===== src/rtl/pbarb_pkg.sv =====
package pbarb_pkg;
    localparam int CPU_COUNT  = 8;
    localparam int LINE_COUNT = CPU_COUNT + 2;
    localparam int HI_LINE    = CPU_COUNT;
    localparam int LO_LINE    = CPU_COUNT + 1;
    localparam int OWNER_W    = $clog2(CPU_COUNT + 1);
    localparam logic [OWNER_W-1:0] IO_OWNER = OWNER_W'(CPU_COUNT);

    typedef enum logic [1:0] {
        IO_HIGH_RUN = 2'd0,
        IO_LOW_RUN  = 2'd1,
        IO_LOCKED   = 2'd2
    } io_state_e;
endpackage


===== src/rtl/pbarb_io_seq.sv =====
module pbarb_io_seq
    import pbarb_pkg::*;
#(
    parameter int HIGH_TURNS = 6,
    parameter int LOW_TURNS  = 2
) (
    input  logic clk,
    input  logic rst_n,
    input  logic io_want,
    input  logic io_partial,
    input  logic io_granted,
    output logic req_hi,
    output logic req_lo,
    output logic locked
);
    localparam int PERIOD = HIGH_TURNS + LOW_TURNS;
    localparam int POS_W  = $clog2(PERIOD);

    io_state_e        state_q, state_d;
    logic [POS_W-1:0] pos_q, pos_d;

    always_comb begin
        state_d = state_q;
        pos_d   = pos_q;
        unique case (state_q)
            IO_HIGH_RUN, IO_LOW_RUN: begin
                if (io_granted) begin
                    pos_d = (pos_q == POS_W'(PERIOD - 1)) ? '0 : pos_q + 1'b1;
                    if (io_partial)
                        state_d = IO_LOCKED;
                    else
                        state_d = (pos_d < POS_W'(HIGH_TURNS)) ? IO_HIGH_RUN : IO_LOW_RUN;
                end
            end
            IO_LOCKED: begin
                if (io_granted)
                    state_d = (pos_q < POS_W'(HIGH_TURNS)) ? IO_HIGH_RUN : IO_LOW_RUN;
            end
            default: state_d = IO_HIGH_RUN;
        endcase
    end

    always_ff @(posedge clk or negedge rst_n) begin
        if (!rst_n) begin
            state_q <= IO_HIGH_RUN;
            pos_q   <= '0;
        end else begin
            state_q <= state_d;
            pos_q   <= pos_d;
        end
    end

    always_comb begin
        req_hi = 1'b0;
        req_lo = 1'b0;
        locked = 1'b0;
        unique case (state_q)
            IO_HIGH_RUN: req_hi = io_want;
            IO_LOW_RUN:  req_lo = io_want;
            IO_LOCKED: begin
                req_hi = 1'b1;
                locked = 1'b1;
            end
            default: ;
        endcase
    end
endmodule


===== src/rtl/pbarb_lru.sv =====
module pbarb_lru #(
    parameter int N = 8
) (
    input  logic         clk,
    input  logic         rst_n,
    input  logic [N-1:0] req,
    input  logic         upd,
    output logic [N-1:0] win,
    output logic         any
);
    localparam int RW = $clog2(N);

    logic [RW-1:0] rank_q [N];
    logic [RW-1:0] win_rank;

    always_comb begin
        for (int i = 0; i < N; i++) begin
            win[i] = req[i];
            for (int j = 0; j < N; j++) begin
                if (j != i && req[j] && rank_q[j] < rank_q[i])
                    win[i] = 1'b0;
            end
        end
    end

    assign any = |req;

    always_comb begin
        win_rank = '0;
        for (int i = 0; i < N; i++) begin
            if (win[i])
                win_rank = rank_q[i];
        end
    end

    always_ff @(posedge clk or negedge rst_n) begin
        if (!rst_n) begin
            for (int i = 0; i < N; i++)
                rank_q[i] <= RW'(i);
        end else if (upd) begin
            for (int i = 0; i < N; i++) begin
                if (win[i])
                    rank_q[i] <= RW'(N - 1);
                else if (rank_q[i] > win_rank)
                    rank_q[i] <= rank_q[i] - 1'b1;
            end
        end
    end
endmodule


===== src/rtl/pbarb_tracker.sv =====
module pbarb_tracker
    import pbarb_pkg::*;
#(
    parameter int MAX_TXN  = 3,
    parameter int DATA_LAT = 9,
    parameter int BEATS    = 4,
    localparam int LAST_AGE = DATA_LAT + BEATS - 1,
    localparam int AGE_W    = $clog2(LAST_AGE + 1),
    localparam int CNT_W    = $clog2(MAX_TXN + 1),
    localparam int BEAT_W   = $clog2(BEATS)
) (
    input  logic               clk,
    input  logic               rst_n,
    input  logic               stall,
    input  logic               push,
    input  logic [OWNER_W-1:0] push_owner,
    output logic [CNT_W-1:0]   count,
    output logic [AGE_W-1:0]   newest_age,
    output logic               cmd_valid,
    output logic [OWNER_W-1:0] cmd_owner,
    output logic               data_valid,
    output logic [OWNER_W-1:0] data_owner,
    output logic [BEAT_W-1:0]  data_beat
);
    logic [OWNER_W-1:0] own_q [MAX_TXN];
    logic [OWNER_W-1:0] own_d [MAX_TXN];
    logic [AGE_W-1:0]   age_q [MAX_TXN];
    logic [AGE_W-1:0]   age_d [MAX_TXN];
    logic [CNT_W-1:0]   cnt_q, cnt_d;
    logic [OWNER_W-1:0] newest_own;
    logic               retire;

    assign retire = (cnt_q != '0) && (age_q[0] == AGE_W'(LAST_AGE));

    always_comb begin
        own_d = own_q;
        age_d = age_q;
        cnt_d = cnt_q;
        if (!stall) begin
            for (int k = 0; k < MAX_TXN; k++) begin
                if (CNT_W'(k) < cnt_q)
                    age_d[k] = age_q[k] + 1'b1;
            end
            if (retire) begin
                for (int k = 0; k < MAX_TXN - 1; k++) begin
                    own_d[k] = own_d[k+1];
                    age_d[k] = age_d[k+1];
                end
                own_d[MAX_TXN-1] = '0;
                age_d[MAX_TXN-1] = '0;
                cnt_d = cnt_q - 1'b1;
            end
            if (push) begin
                for (int k = 0; k < MAX_TXN; k++) begin
                    if (CNT_W'(k) == cnt_d) begin
                        own_d[k] = push_owner;
                        age_d[k] = AGE_W'(1);
                    end
                end
                cnt_d = cnt_d + 1'b1;
            end
        end
    end

    always_ff @(posedge clk or negedge rst_n) begin
        if (!rst_n) begin
            for (int k = 0; k < MAX_TXN; k++) begin
                own_q[k] <= '0;
                age_q[k] <= '0;
            end
            cnt_q <= '0;
        end else begin
            own_q <= own_d;
            age_q <= age_d;
            cnt_q <= cnt_d;
        end
    end

    always_comb begin
        newest_age = '0;
        newest_own = '0;
        for (int k = 0; k < MAX_TXN; k++) begin
            if (CNT_W'(k + 1) == cnt_q) begin
                newest_age = age_q[k];
                newest_own = own_q[k];
            end
        end
    end

    always_comb begin
        count      = cnt_q;
        cmd_valid  = !stall && (cnt_q != '0) && (newest_age == AGE_W'(1));
        cmd_owner  = cmd_valid ? newest_own : '0;
        data_valid = !stall && (cnt_q != '0) &&
                     (age_q[0] >= AGE_W'(DATA_LAT)) && (age_q[0] <= AGE_W'(LAST_AGE));
        data_owner = data_valid ? own_q[0] : '0;
        data_beat  = data_valid ? BEAT_W'(age_q[0] - AGE_W'(DATA_LAT)) : '0;
    end
endmodule


===== src/rtl/pbarb_node.sv =====
module pbarb_node
    import pbarb_pkg::*;
#(
    parameter int MAX_TXN  = 3,
    parameter int DATA_LAT = 9,
    parameter int BEATS    = 4,
    localparam int AGE_W   = $clog2(DATA_LAT + BEATS),
    localparam int CNT_W   = $clog2(MAX_TXN + 1),
    localparam int BEAT_W  = $clog2(BEATS)
) (
    input  logic                  clk,
    input  logic                  rst_n,
    input  logic                  stall,
    input  logic [CPU_COUNT-1:0]  cpu_req,
    input  logic                  req_hi,
    input  logic                  req_lo,
    output logic [LINE_COUNT-1:0] grant,
    output logic                  cmd_valid,
    output logic [OWNER_W-1:0]    cmd_owner,
    output logic                  data_valid,
    output logic [OWNER_W-1:0]    data_owner,
    output logic [BEAT_W-1:0]     data_beat,
    output logic [CNT_W-1:0]      in_flight
);
    logic [CPU_COUNT-1:0] lru_win;
    logic                 lru_any;
    logic [AGE_W-1:0]     newest_age;
    logic [OWNER_W-1:0]   win_owner;
    logic                 slot_open;

    pbarb_lru #(.N(CPU_COUNT)) lru_i (
        .clk   (clk),
        .rst_n (rst_n),
        .req   (cpu_req),
        .upd   (|grant[CPU_COUNT-1:0]),
        .win   (lru_win),
        .any   (lru_any)
    );

    assign slot_open = !stall && (in_flight < CNT_W'(MAX_TXN)) &&
                       ((in_flight == '0) || (newest_age >= AGE_W'(BEATS)));

    always_comb begin
        grant = '0;
        if (slot_open) begin
            if (req_hi)
                grant[HI_LINE] = 1'b1;
            else if (lru_any)
                grant[CPU_COUNT-1:0] = lru_win;
            else if (req_lo)
                grant[LO_LINE] = 1'b1;
        end
    end

    always_comb begin
        win_owner = IO_OWNER;
        for (int i = 0; i < CPU_COUNT; i++) begin
            if (grant[i])
                win_owner = OWNER_W'(i);
        end
    end

    pbarb_tracker #(
        .MAX_TXN  (MAX_TXN),
        .DATA_LAT (DATA_LAT),
        .BEATS    (BEATS)
    ) trk_i (
        .clk        (clk),
        .rst_n      (rst_n),
        .stall      (stall),
        .push       (|grant),
        .push_owner (win_owner),
        .count      (in_flight),
        .newest_age (newest_age),
        .cmd_valid  (cmd_valid),
        .cmd_owner  (cmd_owner),
        .data_valid (data_valid),
        .data_owner (data_owner),
        .data_beat  (data_beat)
    );
endmodule


===== src/rtl/pbarb_top.sv =====
module pbarb_top
    import pbarb_pkg::*;
#(
    parameter int COPIES     = 3,
    parameter int MAX_TXN    = 3,
    parameter int DATA_LAT   = 9,
    parameter int BEATS      = 4,
    parameter int HIGH_TURNS = 6,
    parameter int LOW_TURNS  = 2,
    localparam int CNT_W     = $clog2(MAX_TXN + 1),
    localparam int BEAT_W    = $clog2(BEATS),
    localparam int SLOT_W    = 2 + 2 * OWNER_W + BEAT_W + CNT_W
) (
    input  logic                         clk,
    input  logic                         rst_n,
    input  logic [CPU_COUNT-1:0]         cpu_req,
    input  logic                         io_want,
    input  logic                         io_partial,
    input  logic                         stall,
    output logic                         io_req_hi,
    output logic                         io_req_lo,
    output logic                         io_atomic,
    output logic [LINE_COUNT-1:0]        grant,
    output logic [COPIES*LINE_COUNT-1:0] copy_grant,
    output logic [COPIES*SLOT_W-1:0]     copy_slot,
    output logic                         cmd_valid,
    output logic [OWNER_W-1:0]           cmd_owner,
    output logic                         data_valid,
    output logic [OWNER_W-1:0]           data_owner,
    output logic [BEAT_W-1:0]            data_beat,
    output logic [CNT_W-1:0]             in_flight
);
    logic [LINE_COUNT-1:0] g_a   [COPIES];
    logic                  cv_a  [COPIES];
    logic [OWNER_W-1:0]    co_a  [COPIES];
    logic                  dv_a  [COPIES];
    logic [OWNER_W-1:0]    do_a  [COPIES];
    logic [BEAT_W-1:0]     db_a  [COPIES];
    logic [CNT_W-1:0]      cnt_a [COPIES];

    pbarb_io_seq #(
        .HIGH_TURNS (HIGH_TURNS),
        .LOW_TURNS  (LOW_TURNS)
    ) io_seq_i (
        .clk        (clk),
        .rst_n      (rst_n),
        .io_want    (io_want),
        .io_partial (io_partial),
        .io_granted (g_a[0][HI_LINE] | g_a[0][LO_LINE]),
        .req_hi     (io_req_hi),
        .req_lo     (io_req_lo),
        .locked     (io_atomic)
    );

    for (genvar c = 0; c < COPIES; c++) begin : g_copy
        pbarb_node #(
            .MAX_TXN  (MAX_TXN),
            .DATA_LAT (DATA_LAT),
            .BEATS    (BEATS)
        ) node_i (
            .clk        (clk),
            .rst_n      (rst_n),
            .stall      (stall),
            .cpu_req    (cpu_req),
            .req_hi     (io_req_hi),
            .req_lo     (io_req_lo),
            .grant      (g_a[c]),
            .cmd_valid  (cv_a[c]),
            .cmd_owner  (co_a[c]),
            .data_valid (dv_a[c]),
            .data_owner (do_a[c]),
            .data_beat  (db_a[c]),
            .in_flight  (cnt_a[c])
        );
        assign copy_grant[c*LINE_COUNT +: LINE_COUNT] = g_a[c];
        assign copy_slot[c*SLOT_W +: SLOT_W] =
            {cv_a[c], co_a[c], dv_a[c], do_a[c], db_a[c], cnt_a[c]};
    end

    assign grant      = g_a[0];
    assign cmd_valid  = cv_a[0];
    assign cmd_owner  = co_a[0];
    assign data_valid = dv_a[0];
    assign data_owner = do_a[0];
    assign data_beat  = db_a[0];
    assign in_flight  = cnt_a[0];
endmodule


===== config.mk =====
export PLATFORM = sky130hd
export DESIGN_NAME = pbarb_top
export DESIGN_NICKNAME = d
export VERILOG_FILES = /design/src/rtl/pbarb_pkg.sv /design/src/rtl/pbarb_io_seq.sv /design/src/rtl/pbarb_lru.sv /design/src/rtl/pbarb_tracker.sv /design/src/rtl/pbarb_node.sv /design/src/rtl/pbarb_top.sv
export SDC_FILE = /design/constraint.sdc
export NUM_CORES = 1
export LEC_CHECK = 0
export CAP_MARGIN = 20
export CELL_PAD_IN_SITES_DETAIL_PLACEMENT = 1
export CELL_PAD_IN_SITES_GLOBAL_PLACEMENT = 1
export CORE_MARGIN = 2
export CORE_UTILIZATION = 51
export DETAILED_ROUTE_END_ITERATION = 10
export DONT_BUFFER_PORTS = 1
export PLACE_DENSITY = 0.8
export SLEW_MARGIN = 30
export SYNTH_ARGS = -nofsm -noshare
export SYNTH_HDL_FRONTEND = slang
export SYNTH_SLANG_ARGS = --single-unit

===== constraint.sdc =====
create_clock -name clk -period 6.76 [get_ports clk]
set_input_delay 0 -clock clk [delete_from_list [all_inputs] [get_ports clk]]
set_output_delay 0 -clock clk [all_outputs]
set_load 0.1 [all_outputs]

After elaboration in Yosys (flattened, before gate mapping)
Index checks and enable logic that the tools add are counted.
{ "word_totals": {"ff_bits": 155, "latchBits": 0, "ramBits": 0, "rom_bits": 0, "in_bits": 13, "out_inout_bits": 99, "memories": 0} }
{ "op_classes": {"add_sub_neg": 43, "mul": 0, "div": 0, "magnitude_cmp": 215, "n_eq_ne": 26, "shift": 0, "n_mux": 362, "n_bitwise": 1, "n_reduce_logical": 261} }
{ "ops": {"columns": ["op", "n"], "rows": [
  ["3-bit < comparator", 168],
  ["4-bit two-way mux", 75],
  ["3-bit two-way mux", 73],
  ["1-bit logical AND", 189],
  ["1-bit two-way mux", 176],
  ["12-bit two-way mux", 12],
  ["3-bit greater-than comparator", 24],
  ["3-bit by 1-bit subtractor with 3-bit output, second input constant", 24],
  ["2-bit nonzero test", 27],
  ["2-bit AND reduction", 26],
  ["8-bit two-way mux", 6],
  ["4-bit by 1-bit adder with 4-bit output, second input constant", 9],
  ["8-bit OR reduction", 4],
  ["10-bit two-way mux", 3],
  ["2-bit two-way mux", 15],
  ["10-bit OR reduction", 3],
  ["2-bit == test, first input constant", 9],
  ["2-bit zero test", 7],
  ["1-bit by 2-bit == test with 1-bit output, first input constant", 6],
  ["4-bit by 1-bit == test with 1-bit output, second input constant", 3],
  ["4-bit == test, second input constant", 3],
  ["4-bit by 3-bit greater-or-equal comparator with 1-bit output, second input constant", 3],
  ["4-bit greater-or-equal comparator, second input constant", 3],
  ["4-bit less-or-equal comparator, second input constant", 3],
  ["other kinds (17)", 37]
]} }

Longest topological paths before layout
{ "depth": {"depth_word": 22, "mapped_depth": 22, "mapped_depth_nobuf": 21} }

Cells and area by module
A second synthesis with hierarchy kept.
{ "hier_totals": {"hier_cells": 2436, "hier_area_um2": 20440.9} }
{ "modules_own_cells": {"columns": ["module", "instances", "cells_each", "area_per_inst_um2"], "rows": [
  ["pbarb_lru at g_copy[1].node_i.lru_i ...", 2, 545, 4546.9],
  ["pbarb_lru at g_copy[0].node_i.lru_i", 1, 530, 4430.5],
  ["pbarb_tracker at g_copy[2].node_i.trk_i", 1, 227, 1928.1],
  ["pbarb_tracker at g_copy[0].node_i.trk_i", 1, 227, 1926.8],
  ["pbarb_tracker at g_copy[1].node_i.trk_i", 1, 206, 1885.6],
  ["pbarb_node", 3, 35, 236.5],
  ["pbarb_io_seq", 1, 26, 280.3],
  ["pbarb_top", 1, 25, 186.4]
]} }

Worst setup path after synthesis
No wires, ideal clock.
{ "synth_timing": {"path_type": "reg-to-output", "startpoint": "reg g_copy[0].node_i.trk_i.cnt_q[0]", "endpoint": "out data_beat[1]", "arrival_ps": 6387, "required_ps": 6760, "path_slack_ps": 373, "path_stages_with_launch": 9, "path_buffers": 2, "cell_sequence": "dfrtp_1 inv_1 ha_1 clkbuf_1 nor2_1 nand2_1 a221oi_1 nor2b_1 buf_4"} }
{ "synth_between": {"elab_chain_len": 5} }
{ "synth_lines": {"columns": ["element", "line_no", "text"], "rows": [
  ["from (decl)", "pbarb_tracker.sv:29", "logic [CNT_W-1:0] cnt_q, cnt_d;"],
  ["from (signal assigned)", "pbarb_tracker.sv:75", "cnt_q <= cnt_d;"],
  ["2-bit nonzero test", "pbarb_tracker.sv:94", "data_valid = !stall && (cnt_q != '0) &&"],
  ["1-bit logical AND (2 in series)", "pbarb_tracker.sv:94", null],
  ["1-bit logical AND", "pbarb_tracker.sv:95", "(age_q[0] >= AGE_W'(DATA_LAT)) && (age_q[0] <= AGE_W'(LAST_AGE));"],
  ["named net data_valid", "pbarb_top.sv:28", "output logic data_valid,"],
  ["2-bit two-way mux", "pbarb_tracker.sv:97", "data_beat = data_valid ? BEAT_W'(age_q[0] - AGE_W'(DATA_LAT)) : '0;"],
  ["to (decl)", "pbarb_top.sv:30", "output logic [BEAT_W-1:0] data_beat,"]
]} }
The timed path passes the listed nets, and every way through them passes these cells.

Worst setup path after layout
{ "layout_timing": {"startpoint": "reg g_copy[0].node_i.lru_i.rank_q[1] in the netlist's numbering", "endpoint": "reg g_copy[0].node_i.lru_i.rank_q[7] in the netlist's numbering"} }
{ "layout_between": {"elab_chain_len": 14, "word_cells_on_any_way": 58} }
{ "layout_lines": {"columns": ["element", "line_no", "text"], "rows": [
  ["from (decl)", "pbarb_lru.sv:13", "logic [RW-1:0] rank_q [N];"],
  ["from (signal, indexed assignment)", "pbarb_lru.sv:39", "rank_q[i] <= RW'(i);"],
  ["from (signal, indexed assignment)", "pbarb_lru.sv:43", "rank_q[i] <= RW'(N - 1);"],
  ["from (signal, indexed assignment)", "pbarb_lru.sv:45", "rank_q[i] <= rank_q[i] - 1'b1;"],
  ["3-bit < comparator", "pbarb_lru.sv:20", "if (j != i && req[j] && rank_q[j] < rank_q[i])"],
  ["1-bit logical AND", "pbarb_lru.sv:20", null],
  ["1-bit two-way mux", "pbarb_lru.sv:20", null],
  ["3-bit two-way mux / 1-bit two-way mux (equally long branches) (6 in series)", "pbarb_lru.sv:31, pbarb_lru.sv:20", null],
  ["3-bit two-way mux / 8-bit two-way mux (equally long branches)", "pbarb_lru.sv:31, pbarb_node.sv:48", null],
  ["3-bit two-way mux / 8-bit two-way mux (equally long branches)", "pbarb_lru.sv:31, pbarb_node.sv:46", null],
  ["3-bit greater-than comparator / 10-bit two-way mux (equally long branches)", "pbarb_lru.sv:44, pbarb_node.sv:45", null],
  ["2-bit nonzero test (no source line) / 8-bit OR reduction (equally long branches)", null, null],
  ["2-bit AND reduction (no source line)", null, null]
]} }
Parallel ways exist; a longest one is shown, timed or not.
A chain may end at the register's enable or synchronous reset.

==> impl_metrics.yaml <==
run_status:
  outcome: "finished clean"
grt:
  overflow: 0
  track_usage_pct: 36.1
  antenna_found_initial: 0
  grt_pass1_wl_mm: 111
  grt_max_degree: 156
  first_global_vias: 20100
place:
  gp_congestion: 0.932
  dp_hpwl_mm: 51.3
  portBuffers: 0
flow_run:
  drv_cap: 0
synth:
  synth_warnings: 0
  netlist_area_um2: 19000
  yosysTopAreaCell: "ha_1"
  avgSynthCellArea_um2: 8.40
  synth_cell_types: 96
  yosysMostFrequentCell: "ha_1"
  synth_top_area_share_pct: 24.0
  syn_nets: 2645
  netlist_top_cells_area: "ha_1 (24%), dfrtp_1 (16%), dfstp_2 (5.0%)"
  seq_area_frac_synth_pct: 20.6
  synth-edff-count: 0
  yosys-top-cells-count: "ha_1 (365), nor2_1 (183), nand2_1 (149)"
  async_flop_share_pct: 100
  synth_cells: 2267
  synth_flop_cell: "dfrtp_1"
  ys_seq_elements: 155
clocking:
  numCtsBuffers: 17
  clk_pin_slew_worst_paths_ns: 0.07
  insertion_delay_ns: 0.49
  max-clock-path-buffers: 2
  root_buffer: "clkbuf_16"
  cts_tree: "done"
  cts_sinks: 155
  htree_levels: 4
  cts_resized: 0
sta:
  slew_headroom_pct: 21.7
  rsz0062_at_grt: "no"
  fin_crit_ns: 5.68
  fmax_mhz: 176
  final.setup.tns_ns: 0
  setup_viol: 0
  slew_violations: 0
  worst_slew_pin_slew_ns: 1.17
  final-hold-violation-count: 0
  fin_crit_sh_pct: 84.1
  fin_worst_skew_ns: 0.0210
floorplanning:
  io_pins: 112
  fp.coreArea_um2: 36700
  dieArea_um2: 38900
  die_x_um: 197
  start_util_pct: 51.9
  num_rows: 70
  die_h_um: 197
worst_setup_path:
  crit_type: "flop to flop"
  worstPathRequired_ns: 7.14
  r2r_slack_ns: 1.08
  reg2reg_from: "g_copy[0].node_i.lru_i.rank_q[1]"
  reg2reg_depth: 18
  cp_max_fo: 9
  timing.rr.end: "g_copy[0].node_i.lru_i.rank_q[7]"
  start_kind: "flop"
  arrival_ns: 6.06
  worst_setup_path_end_kind: "flop"
detailed_routing:
  drt-total-wl_mm: 69.7
  vias: 18700
  drc: 0
  wl_per_cell_um: 25.6
  first_iter_violations: 1060
  ant_nets: 0
  via_per_inst: 6.85
  first_pass_iters: 5
final_layout:
  nFillCells: 4344
  antennaDiodeCount: 0
  nets: 2619
  drive_gt1_share_pct: 9.72
  syn2layout_area_growth_pct: 7.76
hold_path:
  hold_path.class: "primary input to asynchronous set/reset pin"
-- per-layer routing --
| metal | up-vias | global-route usage, % | wire [um] |
|---|---|---|---|
| li1 | 8460 | - | - |
| met1 | 9359 | 43.9 | 29000 |
| met3 | 203 | 7.29 | 4670 |
| met5 | - | 0 | 0 |
| met4 | 0 | 16.8 | 3100 |
| met2 | 635 | 61.4 | 33000 |
-- cell families (layout without fill, tap and decap cells) --
| kind of cell | count (synthesis) | after routing | share of synthesized area, % |
|---|---|---|---|
| xor+xnor | 46 | 46 | 2.15 |
| fa+ha+maj | 375 | 375 | 24.5 |
| mux | 45 | 45 | 2.42 |
| compound gates | 628 | 628 | 23.6 |
| buf+inv | 243 | 230 | 5.52 |
| simple gates | 775 | 775 | 21.2 |
| flops | 155 | 155 | 20.6 |
-- worst max-delay path, stage by stage (launching register included) --
cell and delay [ns]:
dfstp_2 0.58, inv_1 0.25, ha_1 0.39, nor2b_1 0.14, o21ai_0 0.27, a21oi_1 0.12
a311oi_1 0.63, nand2_1 0.35, nand2b_1 0.19, o221ai_1 0.13, a31oi_1 0.35, a21oi_1 0.15
o221a_2 0.43, ha_1 0.25, nand2b_1 0.15, a221oi_1 0.30, nor3_1 0.15, a311oi_2 0.35
mux2_2 0.38
-- worst max-delay path by stage --
stage                                           start                               end  slack (ns)  cells after the start
floorplan             g_copy[0].node_i.trk_i.count[0]                      data_beat[1]        0.37                      8
global placement    g_copy[2].node_i.lru_i.rank_q[16]  g_copy[2].node_i.lru_i.rank_q[5]        1.44                     20
detailed placement  g_copy[2].node_i.lru_i.rank_q[16]  g_copy[2].node_i.lru_i.rank_q[5]        1.12                     20
CTS                 g_copy[2].node_i.lru_i.rank_q[16]  g_copy[2].node_i.lru_i.rank_q[5]        1.05                     20
global route        g_copy[2].node_i.lru_i.rank_q[16]  g_copy[2].node_i.lru_i.rank_q[5]        0.87                     20
finish               g_copy[0].node_i.lru_i.rank_q[1]  g_copy[0].node_i.lru_i.rank_q[7]        1.08                     18
-- area by class of cell --
type	count	area (um^2)	area share (%)
flip-flops and latches	155	3930	19.1
repair buffers	50	500	2.44
inverters	148	556	2.71
multi-input cells	1869	14400	70.1
clock buffers	18	429	2.09
well taps	468	586	2.85
clock inverters	14	139	0.677
-- sequential cells by signal, summed over array words and instances (netlist names) --
signal	flops
g_copy.node_i.lru_i.rank_q	72
io_seq_i.state_q	2
g_copy.node_i.trk_i.age_q	36
io_seq_i.pos_q	3
g_copy.node_i.trk_i.count	6
g_copy.node_i.trk_i.own_q	36
-- per-stage QoR --
stage / hold slack [ns] / instances / setup slack, ns / utilization [%] / area (um^2)
5_1_grt: 0.0598 / 2722 / 0.867 / 55.9 / 20500
3_5_place_dp: -0.290 / 2680 / 1.12 / 54.0 / 19800
3_3_place_gp: -0.290 / 2677 / 1.44 / 53.5 / 19600
2_1_floorplan: -0.296 / 2267 / 0.373 / - / 19000
6_report: 0.00997 / 2722 / 1.08 / 55.9 / 20500
4_1_cts: 0.00893 / 2722 / 1.05 / 55.9 / 20500
-- timing repair --
item	4_1_cts	5_1_grt
hold buffers	10	0
hold endpoints to repair	237	0
buffers inserted	0	0
-- cell usage in the layout, fill, tap and decap left out, types with 18 or more instances in the layout --
| master | synthesis | final |
|---|---|---|
| nand3b_1 | 34 | 34 |
| dfrtp_1 | 119 | 115 |
| a211oi_1 | 20 | 20 |
| a21oi_1 | 121 | 120 |
| o22ai_1 | 26 | 26 |
| a22o_1 | 34 | 34 |
| nor2_4 | 0 | 29 |
| xor2_1 | 21 | 21 |
| inv_1 | 145 | 143 |
| and3_1 | 42 | 42 |
| nor3_1 | 38 | 37 |
| a22oi_1 | 24 | 24 |
| mux2i_1 | 37 | 37 |
| o21ai_0 | 113 | 112 |
| and2_1 | 45 | 37 |
| a31oi_1 | 43 | 43 |
| nor2_1 | 183 | 147 |
| a21o_1 | 30 | 30 |
| nor2b_1 | 62 | 58 |
| nand2b_1 | 23 | 23 |
| nand2_1 | 149 | 149 |
| nand3_1 | 96 | 96 |
| xnor2_1 | 24 | 24 |
| buf_4 | 30 | 36 |
| a211o_1 | 19 | 19 |
| dfstp_2 | 36 | 36 |
| o211ai_1 | 18 | 18 |
| ha_1 | 365 | 365 |
Power is left out: the tool's default activity adds up to more than one toggle a clock period on the data nets, which glitch-free logic cannot reach.
